File: src/rtl/sctl_slave.sv
module sctl_slave #(
  parameter int SYNC = 2
) (
  input  logic       clk,
  input  logic       rst_n,
  input  logic       sen,
  input  logic       sck,
  input  logic       sdio_i,
  input  logic [1:0] strap,
  output logic       sdio_o,
  output logic       sdio_oe,
  output logic [1:0] power_o,
  output logic [1:0] range_o,
  output logic [7:0] gain_o,
  output logic       sleep_o
);

  localparam int CW = 5;
  localparam logic [CW-1:0] LAST = CW'(16);

  logic [SYNC-1:0] sen_sr, sck_sr, dat_sr;
  logic            sck_d;
  logic            sen_s, sck_s, dat_s, rise, fall;
  logic [CW-1:0]   bit_cnt;
  logic [14:0]     sh;
  logic [2:0]      win_hi;
  logic [6:0]      addr_w, addr_r;
  logic [7:0]      wdata, rdata, tx;
  logic            wr_done, arm, drv;
  logic [1:0]      power_q, range_q;
  logic [7:0]      gain_q;

  assign sen_s = sen_sr[SYNC-1];
  assign sck_s = sck_sr[SYNC-1];
  assign dat_s = dat_sr[SYNC-1];
  assign rise  = sen_s & sck_s & ~sck_d;
  assign fall  = sen_s & ~sck_s & sck_d;

  always_ff @(posedge clk or negedge rst_n)
    if (!rst_n) begin
      sen_sr <= '0;
      sck_sr <= '0;
      dat_sr <= '0;
      sck_d  <= 1'b0;
    end else begin
      sen_sr <= {sen_sr[SYNC-2:0], sen};
      sck_sr <= {sck_sr[SYNC-2:0], sck};
      dat_sr <= {dat_sr[SYNC-2:0], sdio_i};
      sck_d  <= sck_s;
    end

  always_ff @(posedge clk or negedge rst_n)
    if (!rst_n) begin
      bit_cnt <= '0;
      sh      <= '0;
    end else if (!sen_s) begin
      bit_cnt <= '0;
    end else if (rise && bit_cnt != LAST) begin
      bit_cnt <= bit_cnt + 1'b1;
      sh      <= {sh[13:0], dat_s};
    end

  always_comb
    case (strap)
      2'b00:   win_hi = 3'h0;
      2'b01:   win_hi = 3'h1;
      default: win_hi = 3'h7;
    endcase

  assign addr_w  = sh[13:7];
  assign wdata   = {sh[6:0], dat_s};
  assign addr_r  = {sh[5:0], dat_s};
  assign wr_done = rise && bit_cnt == LAST - 1'b1 && !sh[14] && addr_w[6:4] == win_hi;

  always_ff @(posedge clk or negedge rst_n)
    if (!rst_n) begin
      power_q <= 2'b00;
      range_q <= 2'b00;
      gain_q  <= 8'h00;
    end else if (wr_done) begin
      case (addr_w[3:0])
        4'h0: {power_q, range_q} <= wdata[7:4];
        4'h1: gain_q <= wdata;
        default: ;
      endcase
    end

  always_comb
    case (addr_r[3:0])
      4'h0:    rdata = {power_q, range_q, 4'h0};
      4'h1:    rdata = gain_q;
      default: rdata = 8'h00;
    endcase

  always_ff @(posedge clk or negedge rst_n)
    if (!rst_n) begin
      arm    <= 1'b0;
      drv    <= 1'b0;
      tx     <= '0;
      sdio_o <= 1'b0;
    end else if (!sen_s) begin
      arm <= 1'b0;
      drv <= 1'b0;
    end else begin
      if (rise && bit_cnt == CW'(7) && sh[6] && addr_r[6:4] == win_hi) begin
        arm <= 1'b1;
        tx  <= rdata;
      end
      if (fall && arm) begin
        drv    <= 1'b1;
        sdio_o <= tx[7];
        tx     <= {tx[6:0], 1'b0};
      end
    end

  assign sdio_oe = drv & sen_s;
  assign power_o = power_q;
  assign range_o = range_q;
  assign gain_o  = gain_q;
  assign sleep_o = power_q != 2'b11;

  p_cnt_sat_r11: assert property (@(posedge clk) disable iff (!rst_n)
    bit_cnt <= LAST);
  p_abort_clear_r8: assert property (@(posedge clk) disable iff (!rst_n)
    !sen_s |=> bit_cnt == '0);
  p_gain_commit_r2: assert property (@(posedge clk) disable iff (!rst_n)
    !$stable(gain_q) |-> $past(bit_cnt) == LAST - 1'b1 && $past(sen_s));
  p_ctrl_commit_r3: assert property (@(posedge clk) disable iff (!rst_n)
    !$stable({power_q, range_q}) |-> $past(bit_cnt) == LAST - 1'b1 && $past(sen_s));
  p_oe_launch_r5: assert property (@(posedge clk) disable iff (!rst_n)
    $rose(sdio_oe) |-> $past(fall));
  p_oe_phase_r9: assert property (@(posedge clk) disable iff (!rst_n)
    sdio_oe |-> bit_cnt >= CW'(8));

endmodule

File: config.mk
export PLATFORM = sky130hd
export DESIGN_NAME = sctl_slave
export DESIGN_NICKNAME = d
export VERILOG_FILES = /design/src/rtl/sctl_slave.sv
export SDC_FILE = /design/constraint.sdc
export NUM_CORES = 1
export LEC_CHECK = 0
export ABC_AREA = 1
export CORE_MARGIN = 2
export CORE_UTILIZATION = 40
export CTS_CLUSTER_DIAMETER = 60
export CTS_CLUSTER_SIZE = 10
export DETAILED_ROUTE_END_ITERATION = 7
export PLACE_DENSITY = 0.65
export SYNTH_ARGS = -nofsm -noshare
export SYNTH_HDL_FRONTEND = slang
export SYNTH_SLANG_ARGS = --single-unit
File: constraint.sdc
create_clock -name clk -period 2.1 [get_ports clk]
set_clock_uncertainty 0.05 [all_clocks]
set_input_delay 0.42 -clock clk [delete_from_list [all_inputs] [get_ports clk]]
set_output_delay 0.42 -clock clk [all_outputs]
set_load 0.01 [all_outputs]
==> Word-level counts from Yosys, hierarchy flattened <==
Cells that the tools add are included.
{ "totals": {"wordCells": 61, "output_inout_bits": 15, "regBits": 50, "input_bits": 7} }
{ "op_classes": {"eq_ne": 12, "n_reduce_logical": 18, "n_bitwise": 7, "muxes": 10, "addsub": 1} }
{ "ops": {"columns": ["operator", "n"], "rows": [
  ["two-way mux 8 bit", 2],
  ["one-hot mux 8 bit (2 select lines)", 1],
  ["two-way mux 5 bit", 2],
  ["AND reduction 2 bit", 5],
  ["== test 4 x 1 -> 1 bit (second input constant)", 2],
  ["logical AND 1 bit", 8],
  ["logical NOT 4 bit", 2],
  ["== test 3 bit", 2],
  ["!= test 2 x 1 -> 1 bit (second input constant)", 3],
  ["one-hot mux 3 bit (2 select lines)", 1],
  ["adder 5 x 1 -> 5 bit (second input constant)", 1],
  ["AND 1 bit", 5],
  ["== test 5 x 3 -> 1 bit (second input constant)", 1],
  ["== test 5 x 4 -> 1 bit (second input constant)", 1],
  ["!= test 5 bit (second input constant)", 1],
  ["two-way mux 1 bit", 4],
  ["== test 2 x 1 -> 1 bit (second input constant)", 1],
  ["logical NOT 2 bit", 1],
  ["!= test 2 bit (second input constant)", 1],
  ["inverter 1 bit", 2],
  ["nonzero test 2 bit", 1],
  ["logical NOT 1 bit", 1]
]} }

==> Logic depth before layout (Yosys ltp) <==
Gate-level depths: netlist of run 1.
{ "depth": {"word_depth": 7, "ltp_mapped": 9, "depth_no_buf": 9} }

==> Worst setup path before layout of run 1 <==
Ideal clock, no wire load.
{ "synth_timing": {"kind": "register -> register", "start": "register bit_cnt[0]", "end": "register gain_q[2], in the netlist gain_o[2]", "arrival_ns": 1.315, "required_ns": 1.933, "n_path_buf": 0, "slack_ns": 0.618, "path_stages_with_launch": 10, "synth_period_minus_slack_ns": 1.482, "setup_ns": 0.117, "cell_sequence": "dfrtp_1 > ha_1 > nand2_1 > nor2_1 > ha_1 > nand3b_1 > nor2_4 > nand3_2 > nand2_1 > nand2_1"} }
{ "synth_via": {"elab_chain_cells": 5} }
{ "synth_rtl": {"columns": ["item", "line", "rtl"], "rows": [
  ["start, declared", "24", "logic [CW-1:0] bit_cnt;"],
  ["start signal, assigned", "59", "bit_cnt <= bit_cnt + 1'b1;"],
  ["== test 5 x 4 -> 1 bit", "73", "assign wr_done = rise && bit_cnt == LAST - 1'b1 && !sh[14] && addr_w[6:4] == win_hi;"],
  ["logical AND 1 bit (3 in series)", "73", null],
  ["AND reduction 2 bit (no line)", null, null],
  ["end signal, assigned", "83", "4'h1: gain_q <= wdata;"],
  ["end, declared", "31", "logic [7:0] gain_q;"]
]} }
Every way passes these cells.
A chain may end at the register's enable or synchronous reset.

==> Worst setup path in the final report of run 1 <==
{ "layout_timing": {"start": "register sen_sr[1]", "end": "output port sdio_oe"} }
{ "layout_via": {"elab_chain_cells": 1} }
{ "layout_rtl": {"columns": ["item", "line", "rtl"], "rows": [
  ["start, declared", "21", "logic [SYNC-1:0] sen_sr, sck_sr, dat_sr;"],
  ["start signal, assigned", "46", "sen_sr <= {sen_sr[SYNC-2:0], sen};"],
  ["AND 1 bit", "116", "assign sdio_oe = drv & sen_s;"],
  ["end, declared", "11", "output logic sdio_oe,"]
]} }
Every way passes these cells.

==> flow_summary.json, run 1 <==
{
  "status": "completed",
  "grt_max_degree": 30,
  "reg2reg_depth": 9,
  "crit_slowest_cell": "clkdlybuf4s50_1",
  "ant_nets": 0,
  "syn2layout_area_growth_pct": 17.5,
  "fmax_ghz": 0.520,
  "dp.cells": 363,
  "grt_overflow_total": 0,
  "min_period_ps": 1920,
  "power.total_mw": 1.82,
  "crit-reg2reg-launch": "bit_cnt[1]",
  "layout-drive-gt1-share_pct": 7.02,
  "met2_usage_pct": 22.4,
  "tightest_slew_ps": 602,
  "fp.dieH_um": 79.5,
  "postCtsSetupBuffers": 0,
  "ios": 22,
  "synth_fp_nets": 282,
  "cts_tree": "done",
  "clock_sinks": 50,
  "cts_htree_levels": 2,
  "fp.dieArea_sq_um": 6330,
  "ff2ff_setup_slack_ps": 360,
  "port_buffers": 21,
  "cts_max_path_buffers": 2,
  "fin_ws_ps": 177,
  "syn_area_sq_um": 2280,
  "critical_path_class": "reg -> out",
  "avgViaCountPerCell": 4.85,
  "nets": 308,
  "crit_path_max_fanout": 7,
  "end_kind": "output port",
  "p_leak_nw": 1.33,
  "yosysWarnings": 0,
  "slowest_delay_ps": 520,
  "ys_types": 23,
  "ys_ff_latch": 50,
  "diodes": 0,
  "yosys_most_used_dff": "dfrtp_1",
  "maxSlewHeadroom_pct": 59.6,
  "root_buffer": "clkbuf_8",
  "postCtsHoldBufs": 0,
  "synth-edff-count": 0,
  "grt_pass1_vias": 1645,
  "startpoint": "sen_sr[1]",
  "route.vias.total": 1799,
  "hold_class": "in -> async",
  "stdcell_count": 371,
  "clk_pin_slew_worst_paths_ps": 80,
  "busiest_layer": "met1",
  "rsz0062_at_grt": "no",
  "place_hpwl_um": 3280,
  "grt_pass1_wl_um": 7770,
  "path_cells": "nand2_1 -> inv_1 -> clkdlybuf4s50_1",
  "initial_core_util_pct": 41.4,
  "maxCapViolCount": 0,
  "maxSlewViolCount": 0,
  "cp.required_ps": 1630,
  "cts_resized": 0,
  "grt.met1_usage_pct": 23.0,
  "place_ws_ps": 143,
  "die_x_um": 79.5,
  "drc": 0,
  "timing.final.crit_share_pct": 91.6,
  "synth-seq-area-share_pct": 54.8,
  "dr.pass1.iters": 4,
  "avgSynthCellArea_sq_um": 8.39,
  "core_sq_um": 5510,
  "setup_viol": 0,
  "fin_setup_tns_ps": 0,
  "drt_wl_total_um": 4490,
  "clkLatencyLatePin_ps": 300,
  "drt-initial-drc-count": 140,
  "async_flop_share_pct": 100,
  "grtUsageMet3_pct": 3.51,
  "grt_use_total_pct": 15.9,
  "r2r-end": "gain_o[0]",
  "power_density_nw_per_um2": 680,
  "antenna_found_initial": 0,
  "row_count": 27,
  "fillers": 514,
  "wl_per_cell_um": 12.1,
  "gp_congestion": 0.818,
  "synthCells": 272,
  "hold_violations": 0,
  "cp-start-kind": "flip-flop",
  "arrival_ps": 1450,
  "ir_worst_vdd_mv": 0.474,
  "cts_buffers": 5
}
sequential cells by signal, indices dropped and copies added, names as in the netlist:
register,cells
range_o,2
tx,8
sen_sr,2
sck_d,1
gain_o,8
sdio_o,1
power_o,2
dat_sr,2
sh,15
arm,1
sck_sr,2
bit_cnt,5
drv,1
synth_stat cells (2+ instances only):
cell type / instances / area [sq um]
nand2_1: 105 / 394
dfrtp_1: 50 / 1250
inv_1: 26 / 97.6
nand4_1: 22 / 138
o21ai_0: 20 / 100
nand3_1: 16 / 80.1
nor2_1: 8 / 30.0
buf_2: 3 / 15.0
clkbuf_1: 3 / 11.3
ha_1: 3 / 37.5
nor2_2: 2 / 12.5
nor2_4: 2 / 22.5
nor3_1: 2 / 10.0
power breakdown:
part / internal (mW) / switching, mW
logic: 0.0572 / 0.141
registers: 1.01 / 0.0508
clock network: 0.266 / 0.300
cell usage in the layout (no fill, tap or decap), drive strengths merged:
cell type / instances
nand2: 106
nor2: 12
clkbuf: 7
ha: 3
a21oi: 1
nand3: 18
dfrtp: 50
nand4: 22
buf: 6
clkdlybuf4s50: 20
nand3b: 1
nor3: 3
inv: 26
clkinv: 2
o21ai: 21
o22ai: 1
final cells by class:
cell class	instances	area [sq um]	area share, %
well taps	72	90.1	3.36
clock inverters	1	5.00	0.187
clock buffers	7	86.3	3.22
inverters	27	101	3.78
flip-flops and latches	50	1250	46.7
repair buffers	26	255	9.52
multi-input cells	188	892	33.3
stage by stage:
step / utilization [%] / hold WS (ps) / area (sq um)
floorplan: - / 74.4 / 2280
global placement: 47.0 / 283 / 2590
detailed placement: 47.0 / 285 / 2590
CTS: 48.7 / 48.7 / 2680
global route: 48.7 / 68.5 / 2680
finish: 48.7 / 36.9 / 2680
layer usage:
metal,vias to the layer above,share of wire [%]
li1,933,-
met1,818,48
met2,39,45
met3,9,4.9
met4,0,2.1
met5,-,0
cells by family (layout without fill, tap and decap cells):
family / count (synthesis) / count (layout) / share of synthesized area [%]
flip-flops: 50 / 50 / 54.8
AND/OR/NAND/NOR: 162 / 162 / 32.3
adder cells (fa/ha/maj): 3 / 3 / 1.64
buffers and inverters: 34 / 61 / 6.08
AO/OA/AOI/OAI: 23 / 23 / 5.10
critical path, delay by kind of cell, from the launching register on:
family / cells / cell delay (ps)
AND/OR/NAND/NOR: 1 / 100
buffers and inverters: 2 / 580
flip-flops: 1 / 470
worst max-delay path by stage:
stage	endpoint	slack [ps]
finish	sdio_oe	180
global route	sdio_oe	80
CTS	sdio_oe	160
detailed placement	gain_o[7]	140
global placement	gain_o[7]	160
floorplan	gain_o[2]	620
Power figures use the tool's default switching activity.
==> run 2, diff against run 1 <==
- CORE_ASPECT_RATIO: unset -> 1.4
- PLACE_DENSITY: 0.65 -> unset
- PLACE_DENSITY_LB_ADDON: unset -> 0.12
- clock period: 2.1 -> 2.2 ns (I/O delays scaled with it)
==> flow_summary.json, run 2 (synthesis results as in run 1) <==
{
  "status": "completed",
  "route.vias.total": 1848,
  "fp.dieArea_sq_um": 6330,
  "place_area_sq_um": 2580,
  "drc": 0,
  "path_buf_inv": 2,
  "path_cells": "nand2_1 -> inv_1 -> clkdlybuf4s50_1",
  "wl_per_cell_um": 13.0,
  "rsz0062_at_grt": "no",
  "maxSlewViolCount": 0,
  "critical_path_class": "reg -> out",
  "cp.required_ps": 1710,
  "grt.met1_usage_pct": 21.2,
  "dr.pass1.iters": 4,
  "cts_max_path_buffers": 2,
  "avgViaCountPerCell": 5.02,
  "cts_resized": 0,
  "slowest_delay_ps": 540,
  "largest_reg_flops": 15,
  "cts_tree": "done",
  "root_buffer": "clkbuf_8",
  "fin_ws_ps": 239,
  "initial_core_util_pct": 41.3,
  "gp_congestion": 0.833,
  "design_area_sq_um": 2670,
  "syn2layout_area_growth_pct": 17.1,
  "clkLatencyLatePin_ps": 310,
  "grt_use_total_pct": 17.4,
  "ir_worst_vdd_mv": 0.319,
  "busiest_layer": "met2",
  "critical_path.top_delay_family": "buffers and inverters",
  "cts_htree_levels": 2,
  "diodes": 0,
  "grt_pass1_wl_um": 8250,
  "maxSlewHeadroom_pct": 57.8,
  "cts_buffers": 5,
  "fp.dieH_um": 93.4,
  "core_sq_um": 5530,
  "ant_nets": 0,
  "setup_viol": 0,
  "cp-start-kind": "flip-flop",
  "hold_class": "in -> async",
  "top_register": "sh",
  "grt_overflow_total": 0,
  "fin_setup_tns_ps": 0,
  "min_period_ps": 1960,
  "clock_sinks": 50,
  "clk_pin_slew_worst_paths_ps": 90,
  "grt_max_degree": 51,
  "row_count": 32,
  "met2_usage_pct": 29.2,
  "holdWs_ps": 176,
  "hold_violations": 0,
  "tightest_slew_ps": 634,
  "postCtsHoldBufs": 0,
  "timing.final.crit_share_pct": 89.1,
  "die_x_um": 67.8,
  "layout_common_cells": "nand2_1, dfrtp_1, inv_1",
  "grtUsageMet3_pct": 4.57,
  "p_leak_nw": 1.33,
  "drt-initial-drc-count": 90,
  "port_buffers": 21,
  "place_hpwl_um": 3430,
  "layout-drive-gt1-share_pct": 7.33,
  "power.total_mw": 1.76,
  "nets": 309,
  "postCtsSetupBuffers": 0,
  "arrival_ps": 1470,
  "antenna_found_initial": 0,
  "crit_path_max_fanout": 7,
  "power_density_nw_per_um2": 660,
  "maxCapViolCount": 0,
  "drt_wl_total_um": 4790,
  "final_common_cell": "nand2_1",
  "ios": 22,
  "crit_slowest_cell": "clkdlybuf4s50_1",
  "end_kind": "output port",
  "grt_pass1_vias": 1766,
  "place_ws_ps": 218,
  "fmax_ghz": 0.510
}
run 2: changes by cell type in the layout (fill, tap and decap cells not counted):
cell	before	now
buf_4	4	6
buf_12	1	0
run 2: where the power goes:
part	total [mW]	internal, mW	switching [mW]
clock	0.556	0.254	0.302
sequential	1.02	0.963	0.0533
combinational	0.191	0.0561	0.135
run 2: metal layers:
layer	part of all wire, %	up-vias
met1	44	876
li1	-	937
met3	2.9	6
met4	1.3	0
met2	51	29
met5	0	-
run 2: layout make-up:
cell class	instances	area, sq um
clock inverters	1	5.00
clock buffers	7	86.3
fillers	565	2850
repair buffers	27	250
flip-flops and latches	50	1250
multi-input cells	188	892
well taps	68	85.1
inverters	27	101
run 2: path summary, 6_finish.rpt:
path                       startpoint          to  slack [ps]  cells past startpoint
max                         sen_sr[1]     sdio_oe         240                      3
min                             rst_n      sdio_o         180                      2
max reg2reg                bit_cnt[1]   gain_o[1]         500                      9
min reg2reg                 sck_sr[0]   sck_sr[1]         300                      0
max in group asynchronous       rst_n  bit_cnt[1]        1490                      2
min in group clk            sck_sr[0]   sck_sr[1]         300                      0
run 2: through the flow:
stage / utilization, % / instances
CTS: 48.3 / 368
finish: 48.3 / 368
floorplan: - / 272
global route: 48.3 / 368
global placement: 46.7 / 360
detailed placement: 46.7 / 360
run 2: worst reg2reg max path, cell delays in order (launching register included):
cell and delay, ps:
dfrtp_1 380, ha_1 170, nand2_1 80, nor2_1 100
ha_1 150, nand3b_1 130, nor2_4 190, nand3_2 190
nand2_1 100, nand2_1 60
